<file path="config.mk">
export PLATFORM = sky130hd
export DESIGN_NAME = upx2_top
export DESIGN_NICKNAME = d
export VERILOG_FILES = /design/src/rtl/upx_pkg.sv /design/src/rtl/upx_fifo.sv /design/src/rtl/upx_ctrl.sv /design/src/rtl/upx2_top.sv
export SDC_FILE = /design/constraint.sdc
export NUM_CORES = 1
export LEC_CHECK = 0
export ABC_AREA = 1
export CAP_MARGIN = 20
export CORE_MARGIN = 2
export CORE_UTILIZATION = 35
export CTS_BUF_LIST = sky130_fd_sc_hd__clkbuf_16
export DETAILED_ROUTE_END_ITERATION = 12
export PLACE_DENSITY_LB_ADDON = 0.12
export SKIP_LAST_GASP = 1
export SLEW_MARGIN = 25
export SYNTH_ARGS = -nofsm -noshare
export SYNTH_HDL_FRONTEND = slang
export SYNTH_SLANG_ARGS = --single-unit
export TNS_END_PERCENT = 5
</file>
<file path="constraint.sdc">
create_clock -name clk -period 2.1 [get_ports clk]
set_input_delay 0.525 -clock clk [delete_from_list [all_inputs] [get_ports clk]]
set_output_delay 0.525 -clock clk [all_outputs]
set_load 0.05 [all_outputs]
</file>
<file path="src/rtl/upx_pkg.sv">
package upx_pkg;

  typedef enum logic [1:0] {
    PH_PASS   = 2'd0,
    PH_COLREP = 2'd1,
    PH_NEXT   = 2'd2,
    PH_ROWREP = 2'd3
  } phase_t;

  // width of an index over n items, never below one bit
  function automatic int idx_bits(input int n);
    return (n <= 2) ? 1 : $clog2(n);
  endfunction

  // circular pointer advance for any depth
  function automatic int wrap_inc(input int p, input int depth);
    return (p == depth - 1) ? 0 : p + 1;
  endfunction

  // size of the row buffer for a given row width and channel count
  function automatic int row_store(input int width, input int chans);
    return 2 * width * chans;
  endfunction

endpackage

</file>
<file path="src/rtl/upx_fifo.sv">
module upx_fifo #(
  parameter int DATA_W = 8,
  parameter int DEPTH  = 4
) (
  input  logic              clk,
  input  logic              rst_n,
  input  logic              push,
  input  logic              pop,
  input  logic [DATA_W-1:0] din,
  output logic [DATA_W-1:0] dout,
  output logic              empty,
  output logic              full,
  output logic              single
);
  localparam int AW = upx_pkg::idx_bits(DEPTH);
  localparam int CW = upx_pkg::idx_bits(DEPTH + 1);

  logic [DATA_W-1:0] mem [DEPTH];
  logic [AW-1:0] wr_ptr, rd_ptr;
  logic [CW-1:0] fill;

  assign dout   = mem[rd_ptr];
  assign empty  = (fill == '0);
  assign full   = (fill == CW'(DEPTH));
  assign single = (fill == CW'(1));

  always_ff @(posedge clk) begin
    if (push) mem[wr_ptr] <= din;
  end

  always_ff @(posedge clk or negedge rst_n) begin
    if (!rst_n) begin
      wr_ptr <= '0;
      rd_ptr <= '0;
      fill   <= '0;
    end else begin
      if (push) wr_ptr <= AW'(upx_pkg::wrap_inc(int'(wr_ptr), DEPTH));
      if (pop)  rd_ptr <= AW'(upx_pkg::wrap_inc(int'(rd_ptr), DEPTH));
      case ({push, pop})
        2'b10:   fill <= fill + CW'(1);
        2'b01:   fill <= fill - CW'(1);
        default: fill <= fill;
      endcase
    end
  end
endmodule

</file>
<file path="src/rtl/upx_ctrl.sv">
module upx_ctrl
  import upx_pkg::*;
#(
  parameter int CHANNELS = 3,
  parameter int WIDTH    = 4
) (
  input  logic   clk,
  input  logic   rst_n,
  input  logic   in_valid,
  input  logic   row_empty,
  input  logic   row_single,
  output logic   in_ready,
  output logic   last_ch,
  output logic   sf_push,
  output logic   sf_pop,
  output logic   lf_push,
  output logic   lf_pop,
  output phase_t phase
);
  localparam int CHB = idx_bits(CHANNELS);
  localparam int PXB = idx_bits(WIDTH);

  phase_t nxt;
  logic [CHB-1:0] ch_q;
  logic [PXB-1:0] px_q;
  logic acc, ch_end, px_end;

  assign ch_end   = (ch_q == CHB'(CHANNELS - 1));
  assign px_end   = (px_q == PXB'(WIDTH - 1));
  assign in_ready = (phase == PH_PASS);
  assign acc      = in_valid && in_ready;
  assign last_ch  = ch_end;
  assign sf_push  = acc;
  assign sf_pop   = (phase == PH_COLREP);
  assign lf_push  = acc || sf_pop;
  assign lf_pop   = (phase == PH_ROWREP) && !row_empty;

  always_comb begin
    nxt = phase;
    unique case (phase)
      PH_PASS:   if (acc && ch_end) nxt = PH_COLREP;
      PH_COLREP: if (ch_end) nxt = PH_NEXT;
      PH_NEXT:   nxt = px_end ? PH_ROWREP : PH_PASS;
      PH_ROWREP: if (lf_pop && row_single) nxt = PH_PASS;
      default:   nxt = PH_PASS;
    endcase
  end

  always_ff @(posedge clk or negedge rst_n) begin
    if (!rst_n) begin
      phase <= PH_PASS;
      ch_q  <= '0;
      px_q  <= '0;
    end else begin
      phase <= nxt;
      if (acc || sf_pop) ch_q <= ch_end ? '0 : ch_q + CHB'(1);
      if (phase == PH_NEXT) px_q <= px_end ? '0 : px_q + PXB'(1);
    end
  end
endmodule

</file>
<file path="src/rtl/upx2_top.sv">
module upx2_top
  import upx_pkg::*;
#(
  parameter int DATA_W   = 8,
  parameter int CHANNELS = 3,
  parameter int WIDTH    = 4
) (
  input  logic              clk,
  input  logic              rst_n,
  input  logic [DATA_W-1:0] in_data,
  input  logic              in_valid,
  output logic              in_ready,
  output logic [DATA_W-1:0] out_data,
  output logic              out_valid
);
  localparam int ROW_DEPTH = row_store(WIDTH, CHANNELS);

  phase_t phase;
  logic last_ch, sf_push, sf_pop, lf_push, lf_pop;
  logic sf_empty, sf_full, sf_single, lf_empty, lf_full, lf_single;
  logic [DATA_W-1:0] sf_dout, lf_dout, lf_din, out_src;
  logic emit;

  upx_ctrl #(.CHANNELS(CHANNELS), .WIDTH(WIDTH)) u_ctrl (
    .clk(clk), .rst_n(rst_n), .in_valid(in_valid),
    .row_empty(lf_empty), .row_single(lf_single),
    .in_ready(in_ready), .last_ch(last_ch),
    .sf_push(sf_push), .sf_pop(sf_pop), .lf_push(lf_push), .lf_pop(lf_pop),
    .phase(phase)
  );

  upx_fifo #(.DATA_W(DATA_W), .DEPTH(CHANNELS)) u_pix (
    .clk(clk), .rst_n(rst_n), .push(sf_push), .pop(sf_pop),
    .din(in_data), .dout(sf_dout),
    .empty(sf_empty), .full(sf_full), .single(sf_single)
  );

  assign lf_din = sf_pop ? sf_dout : in_data;

  upx_fifo #(.DATA_W(DATA_W), .DEPTH(ROW_DEPTH)) u_row (
    .clk(clk), .rst_n(rst_n), .push(lf_push), .pop(lf_pop),
    .din(lf_din), .dout(lf_dout),
    .empty(lf_empty), .full(lf_full), .single(lf_single)
  );

  assign emit = lf_push || lf_pop;

  always_comb begin
    unique case (phase)
      PH_COLREP: out_src = sf_dout;
      PH_ROWREP: out_src = lf_dout;
      default:   out_src = in_data;
    endcase
  end

  always_ff @(posedge clk or negedge rst_n) begin
    if (!rst_n) begin
      out_valid <= 1'b0;
      out_data  <= '0;
    end else begin
      out_valid <= emit;
      if (emit) out_data <= out_src;
    end
  end
endmodule

</file>
-- After elaboration in Yosys (flattened, before gate mapping)
Memory sizes are Yosys's and may differ from the RTL's.
Index checks and enable logic that the tools add are counted.
Widths: inputs -> output; s select.
- memories: 2
- memory bits (writable): 216
- output and inout port bits: 10
- bits in latches: 0
- word-level logic and storage cells: 64
- ROM bits: 0
- register bits: 34
- input bits: 11
- memory list (memory ; depth ; bits a word ; read ports ; clocked after Yosys merged registers in ; wr ports ; RTL line ; RTL):
    u_row.mem ; 24 ; 8 ; 1 ; 0 ; 1 ; upx_fifo.sv:18 ; logic [DATA_W-1:0] mem [DEPTH];
    u_pix.mem ; 3 ; 8 ; 1 ; 0 ; 1 ; upx_fifo.sv:18 ;
- multiply operators: 0
- order comparisons: 0
- shifts and indexed selects: 0
- equal/unequal tests: 15
- add/subtract/negate cells: 8
- bitwise logic cells: 0
- div/mod/pow operators: 0
- muxes and demuxes: 18
- reduce and logical (&&, ||, !) cells: 11
- operator list (cell ; number):
    $mux 2 ; 8
    $pmux 8 s2 ; 1
    $add 5x1->5 const B ; 3
    $eq 2x2->1 const B ; 7
    $eq 5x5->1 const B ; 2
    $mux 5 ; 2
    $pmux 5 s2 ; 1
    $add 2x1->2 const B ; 4
    $mux 8 ; 1
    $pmux 2 s4 ; 1
    $eq 5x1->1 const B ; 1
    $logic_not 5->1 ; 1
    $sub 5x1->5 const B ; 1
    $eq 2x1->1 const B ; 2
    $logic_and 1x1->1 ; 4
    $mux 1 ; 4
    $ne 2x2->1 const B ; 2
    $reduce_and 3->1 ; 1
    $logic_not 2->1 ; 1
    $logic_or 1x1->1 ; 2
    $ne 2x1->1 const B ; 1
    $reduce_bool 2->1 ; 1
    $logic_not 1->1 ; 1

-- Depth between registers and ports, before layout
Gate-level depths: netlist of the first run.
- depth in word-level cells: 6
- mapped depth: 12
- mapped depth without buffers: 12

-- Modules after synthesis
Synthesis of the first run repeated with hierarchy kept, for this count alone.
- cells, all modules: 1077
- area, all modules: 11248.3 um2
- by module, submodules not included (module ; cells each ; times used ; sequential area each (um2) ; area each (um2)):
    upx_fifo at u_row ; 846 ; 1 ; 6140.9 ; 9039.9
    upx_fifo at u_pix ; 96 ; 1 ; 870.8 ; 1212.4
    upx2_top ; 91 ; 1 ; 225.2 ; 661.9
    upx_ctrl ; 44 ; 1 ; 150.1 ; 334.1

-- Worst setup path after synthesis of the first run
Ideal clock, no wire load.
- kind: reg-to-reg
- start point: register u_ctrl.phase[1]
- end point: memory u_pix.mem[0][0], enable pin
- clock period less this slack: 2.493 ns
- setup time: 0.386 ns
- setup slack: -0.393 ns
- data required time: 1.714 ns
- arrival: 2.107 ns
- buffers on the path: 0
- cell stages (with the launch flop): 4
- path through: dfrtp_1 nor2_1 nand2_1 nor3_1
- longest elaborated chain between the ends: 4
- RTL lines (what ; RTL line ; RTL):
    start, declared ; upx_ctrl.sv:18 ; output phase_t phase
    start signal, assigned ; upx_ctrl.sv:55 ; phase <= nxt;
    $logic_not 2->1 ; upx_ctrl.sv:30 ; assign in_ready = (phase == PH_PASS);
    net in_ready ; upx2_top.sv:12 ; output logic in_ready,
    $logic_and 1x1->1 ; upx_ctrl.sv:31 ; assign acc = in_valid && in_ready;
    $mux 1 ; upx_fifo.sv:28 ; if (push) mem[wr_ptr] <= din;
    $mux 1 (implied by the code) ; upx_fifo.sv:28 ;
    end, declared ; upx_fifo.sv:18 ;
The timed path passes the listed nets, and every way through them passes these cells.

-- Worst setup path after layout of the first run
- start point: register out_data[2]
- end point: output out_data[2]
- RTL lines (what ; RTL line ; RTL):
    start, declared ; upx2_top.sv:13 ; output logic [DATA_W-1:0] out_data,
    start signal, assigned ; upx2_top.sv:62 ; if (emit) out_data <= out_src;
No word-level cell between the ends.

==> results of run 1 <==
-- state kept, by name, indices dropped and copies added (netlist names) --
register and flops:
u_ctrl.phase 2, u_pix.wr_ptr 2, u_pix.mem 24, u_row.fill 5
u_ctrl.ch_q 2, out_valid 1, u_row.mem 192, u_row.wr_ptr 5
u_ctrl.px_q 2, u_pix.rd_ptr 2, out_data 8, u_row.rd_ptr 5
-- power groups by stage --
stage / combinational [mW] / clock [mW] / sequential [mW]
final: 7.73 / 4.72 / 7.34
after detailed placement: 7.90 / 0 / 7.45
after global placement: 7.91 / 0 / 7.45
after floorplan: 4.30 / 0 / 7.59
after CTS: 7.91 / 4.86 / 7.35
after global routing: 8.59 / 5.05 / 7.42
-- layout make-up --
type	count	area (um^2)
timing repair buffer	90	892
fill	2945	17700
sequential	250	7340
inverter	95	362
tap	396	495
multi-input combinational	634	2920
clock buffer	29	726
clock inverter	20	166
-- through the flow --
| step | hold slack, ns | instances | area (um^2) | utilization, % |
|---|---|---|---|---|
| floorplan | 0.229 | 1020 | 10900 | - |
| global placement | 0.493 | 1465 | 12000 | 39.3 |
| detailed placement | 0.501 | 1465 | 12000 | 39.3 |
| CTS | 0.0229 | 1514 | 12900 | 42.2 |
| global route | 0.0528 | 1514 | 12900 | 42.2 |
| finish | 0.0287 | 1514 | 12900 | 42.2 |
-- worst min-delay path by stage --
stage                   startpoint               to  slack, ns
CTS                          rst_n   u_ctrl.px_q[0]       0.02
finish                       rst_n  u_pix.wr_ptr[0]       0.03
detailed placement   u_row.fill[4]    u_row.fill[4]       0.50
floorplan                    rst_n      out_data[0]       0.23
global route                 rst_n   u_ctrl.px_q[0]       0.05
global placement    u_ctrl.px_q[1]   u_ctrl.px_q[1]       0.49
-- logic make-up after synthesis --
family	share of synthesized area (%)
adders and majority gates	1.38
DFF	67.6
buffers and inverters	5.66
AOI/OAI and AO/OA	4.54
and+or+nand+nor	20.1
muxes	0.104
xor gates and xnor gates	0.565
-- per-layer routing --
metal | part of all wire [%] | global-route usage [%] | vias up
met5 | 0 | 0 | -
met4 | 2.4 | 5.13 | 0
met3 | 4.1 | 2.02 | 40
met2 | 47 | 27.6 | 144
met1 | 46 | 23.0 | 3435
li1 | - | - | 3563
-- Yosys cell counts, types with 2 or more instances --
cell type | number | area share, %
inv_2 | 5 | 0.17
inv_1 | 89 | 3.1
o22ai_1 | 2 | 0.12
buf_8 | 2 | 0.28
buf_6 | 5 | 0.52
nand2_1 | 291 | 10
nor2_1 | 105 | 3.6
buf_4 | 2 | 0.14
ha_1 | 12 | 1.4
dfrtp_1 | 34 | 7.8
a31oi_1 | 4 | 0.23
a21o_1 | 2 | 0.14
xor2_1 | 6 | 0.48
buf_2 | 25 | 1.2
o21ai_0 | 49 | 2.3
edfxtp_1 | 216 | 60
buf_1 | 2 | 0.069
o21ai_1 | 3 | 0.14
nor2_2 | 11 | 0.63
nand3_1 | 106 | 4.9
a21oi_1 | 13 | 0.60
o211ai_2 | 8 | 0.92
clkbuf_1 | 5 | 0.17
nor3_1 | 14 | 0.65
-- what timing repair did --
| action | in CTS | in global routing |
|---|---|---|
| endpoints found under the setup margin | 8 | 10 |
| resized for setup | 1 | 1 |
| gates cloned | 0 | 0 |
==> impl_metrics.tcl, run 1 <==
set metrics [dict create \
    status "finished, violations left" \
    violations "setup timing" \
    die_x_um 180 \
    cpMaxStageDelayCell "clkdlybuf4s50_1" \
    postCtsSetupBuffers 0 \
    io_pins 21 \
    total_power_mw 19.8 \
    syn_nets 1043 \
    p_sw_share_pct 38.2 \
    rows 64 \
    p_sw_mw 7.56 \
    synth_cell_type_count 33 \
    fmax_ghz 0.446 \
    syn_inst 1020 \
    ir_worst_vdd_mv 0.798 \
    worst_slack_ns -0.144 \
    routed_wl_um 27000 \
    final_antenna_net_count 0 \
    initial_core_util_pct 35.5 \
    diodes 0 \
    htreeDepth 1 \
    routabilityCongestion 0.782 \
    drive_gt1_share_pct 12.9 \
    crit_type "flip-flop to output pin" \
    p_int_mw 12.2 \
    crit_cells 1 \
    crit_end "out_data[2]" \
    hold_violations 0 \
    layout_common_cells "nand2_1 (291), edfxtp_1 (216), nand3_1 (106)" \
    drt_first_pass_iters 4 \
    grt.total_usage_pct 16.6 \
    post_drt_via_cell_ratio 4.74 \
    drtIter0Drc 470 \
    finClkSkew_ns 0.0134 \
    cts_sinks 250 \
    finalSetupViolations 6 \
    max_stage_delay_ns 0.81 \
    period_share_pct 107 \
    port_buffers 20 \
    final_common_cell "nand2_1" \
    clk_pin_slew_ns 0.06 \
    ctsHoldBuffers 0 \
    reg2reg_slack_ns 0.16 \
    drc 0 \
    reg2reg_from "u_row.fill[1]" \
    crit_buf_inv 1 \
    grt_pass1_vias 7041 \
    async_flop_share_pct 13.6 \
    grt.overflow.total 0 \
    clockBufferDepth 3 \
    core_um2 30600 \
    rsz0062_at_grt "yes" \
    start_kind "flip-flop" \
    cts_tree "yes" \
    hp-class "primary input to asynchronous set/reset pin" \
    startpoint "out_data[2]" \
    ys_ff_latch 250 \
    leakage_nw 5.22 \
    syn_to_final_growth_pct 18.9 \
    path_max_fanout 2 \
    drv_slew 0 \
    max_slew_margin_pct 54.0 \
    seq_power_share_pct 37.1 \
    synth-edff-count 216 \
    reg2reg_depth 12 \
    crit_chain "clkdlybuf4s50_1" \
    maxCapViolations 0 \
    synthFlopType "edfxtp_1" \
    avgRoutedWirePerCell_um 17.8 \
    clk_latency_ns 0.54 \
    r2r-end "u_row.fill[2]" \
    root_buffer "clkbuf_16" \
    synth_area_um2 10900 \
    avgSynthCellArea_um2 10.6 \
    dp_slack_ns -0.222 \
    setup_tns_ns -0.700 \
    clkPwrFrac_pct 23.9 \
    grt_max_degree 51 \
    yosys_warnings 0 \
    via_count 7182 \
    die_h_um 180 \
    crit_family "buffers and inverters" \
    ys_seq_area_share_pct 67.6 \
    worst_setup_path_end_kind "output pin" \
    cts_buffers 28 \
    cp.required_ns 1.57 \
    antenna_found_initial 0 \
    power.share.combinational_pct 39.0 \
    fin_nets 1122 \
    tightest_slew_ns 0.690 \
    crit_arrival_ns 1.72 \
    p_per_area_nw_per_um2 1530 \
    grt_pass1_wl_um 41500 \
    die_area_um2 32400 \
    post-route-min-period_ns 2.24 \
    hpwl_um 17600 \
]
(Power assumes the default switching activity.)
==> run 2: changes to the inputs <==
- SKIP_LAST_GASP: 1 -> unset
==> run 2 against run 1 <==
  * The run now ends clean
  * Combinational power about the same
  * Critical endpoint is now out_data[0]
  * Sequential share of layout area about the same
  * Flip-flop and latch count unchanged
  * First-iteration DRC count decreased by 0.64%
  * Final cell count is essentially flat
  * Global-route usage did not move
  * Register-to-register slack gained 0.04 ns
  * Sequential power hardly changed
  * Via count hardly changed
  * Largest cell class unchanged
  * Non-clock buffer count rose by 1
  * Clock power barely moved
  * Maximum frequency up 14%
==> impl_metrics.tcl, run 2 (synthesized netlist as in run 1, its figures left out) <==
set metrics [dict create \
    status "finished clean" \
    crit_chain "dlygate4sd2_1" \
    period_share_pct 93.6 \
    diodes 0 \
    avgRoutedWirePerCell_um 17.8 \
    worst_setup_path_end_kind "output pin" \
    port_buffers 20 \
    max_stage_delay_ns 0.54 \
    finalSetupViolations 0 \
    cp.required_ns 1.57 \
    crit_family "buffers and inverters" \
    top_regs "u_row.mem x192, u_pix.mem x24, out_data x8" \
    hp-class "primary input to asynchronous set/reset pin" \
    stdcell_count 1515 \
    clk_pin_slew_ns 0.06 \
    drc 0 \
    grt.total_usage_pct 16.6 \
    maxCapViolations 0 \
    dp_cells 1465 \
    grt_max_degree 51 \
    drive_gt1_share_pct 13.0 \
    antenna_found_initial 0 \
    rows 64 \
    core_um2 30600 \
    grt.overflow.total 0 \
    final_antenna_net_count 0 \
    die_area_um2 32400 \
    htreeDepth 1 \
    drtIter0Drc 467 \
    leakage_nw 5.23 \
    clk_latency_ns 0.54 \
    fin_nets 1123 \
    hpwl_um 17600 \
    cts_tree "yes" \
    max_slew_margin_pct 53.9 \
    root_buffer "clkbuf_16" \
    crit_arrival_ns 1.44 \
    io_pins 21 \
    clockBufferDepth 3 \
    design_area_um2 12900 \
    rsz0062_at_grt "no" \
    registers.top_by_ff_count "u_row.mem" \
    die_h_um 180 \
    path_max_fanout 2 \
    routed_wl_um 27000 \
    crit_buf_inv 1 \
    cpMaxStageDelayCell "dlygate4sd2_1" \
    cts_buffers 28 \
    grt_pass1_vias 7037 \
    drt_first_pass_iters 5 \
    dpl_cell_area_um2 12000 \
    tightest_slew_ns 0.692 \
    post-route-min-period_ns 1.97 \
    routabilityCongestion 0.782 \
    hold_violations 0 \
    drv_slew 0 \
    p_per_area_nw_per_um2 1530 \
    via_count 7180 \
    layout_common_cells "nand2_1 (291), edfxtp_1 (216), nand3_1 (106)" \
    start_kind "flip-flop" \
    final_common_cell "nand2_1" \
    grt_pass1_wl_um 41500 \
    die_x_um 180 \
    initial_core_util_pct 35.5 \
    crit_type "flip-flop to output pin" \
    fmax_ghz 0.509 \
    cts_sinks 250 \
    finClkSkew_ns 0.0134 \
    ctsHoldBuffers 0 \
    syn_to_final_growth_pct 18.8 \
    ir_worst_vdd_mv 0.797 \
    largest_register_ff_count 192 \
    post_drt_via_cell_ratio 4.74 \
]
-- run 2: cell types whose count changed in the layout (fill, tap and decap cells not counted), sizes merged --
| cell | before | now |
|---|---|---|
| dlymetal6s2s | 1 | 0 |
| clkdlybuf4s50 | 15 | 9 |
| buf | 73 | 74 |
| dlygate4sd2 | 1 | 8 |
-- run 2: final timing paths --
| path | start | cells after the start | slack (ns) | endpoint |
|---|---|---|---|---|
| max | out_data[0] | 1 | 0.13 | out_data[0] |
| min | rst_n | 1 | 0.03 | u_pix.wr_ptr[0] |
| max reg2reg | u_row.rd_ptr[2] | 6 | 0.20 | out_data[4] |
| min reg2reg | u_ctrl.px_q[1] | 1 | 0.51 | u_ctrl.px_q[1] |
| max in group asynchronous | rst_n | 2 | 1.47 | out_data[6] |
| min in group clk | u_ctrl.px_q[1] | 1 | 0.51 | u_ctrl.px_q[1] |
-- run 2: area by class of cell --
class | instances | area [um^2]
clock buffers | 29 | 726
well taps | 396 | 495
multi-input cells | 634 | 2920
fillers | 2949 | 17700
clock inverters | 20 | 166
inverters | 95 | 362
flip-flops and latches | 250 | 7340
repair buffers | 91 | 888
-- run 2: what timing repair did --
action                                  CTS  global route
pin swaps                                 0             1
setup buffers                             0             1
endpoints found under the setup margin    8             3
resized for setup                         8             0
-- run 2: per-stage QoR --
step                      hold slack [ns]  setup TNS (ns)  setup slack, ns  power (mW)  util, %
after floorplan                     0.229          -13.40           -0.266        11.9        -
final                              0.0299               0            0.135        19.8     42.2
after detailed placement            0.501          -28.29           -0.222        15.3     39.3
after global placement              0.493          -24.80           -0.183        15.4     39.3
after global routing               0.0528               0          0.00891        21.0     42.2
after CTS                          0.0229               0           0.0955        20.1     42.1
-- run 2: where the power goes --
| group | leakage (nW) | switching (mW) | internal [mW] | total [mW] |
|---|---|---|---|---|
| Clock | 0.457 | 1.88 | 2.84 | 4.72 |
| Combinational | 2.40 | 5.23 | 2.46 | 7.70 |
| Sequential | 2.37 | 0.445 | 6.89 | 7.34 |
| Total | 5.23 | 7.56 | 12.2 | 19.8 |
-- run 2: routing by layer --
layer / GRT usage [%] / share of wire (%)
met4: 5.13 / 2.4
met1: 23.0 / 47
met2: 27.6 / 47
met3: 2.02 / 3.5
met5: 0 / 0
==> run 3: changes to the inputs <==
- SLEW_MARGIN: 25 -> unset
==> results of run 3 <==
Final layout, timing and power as in run 2 (identical DEF).
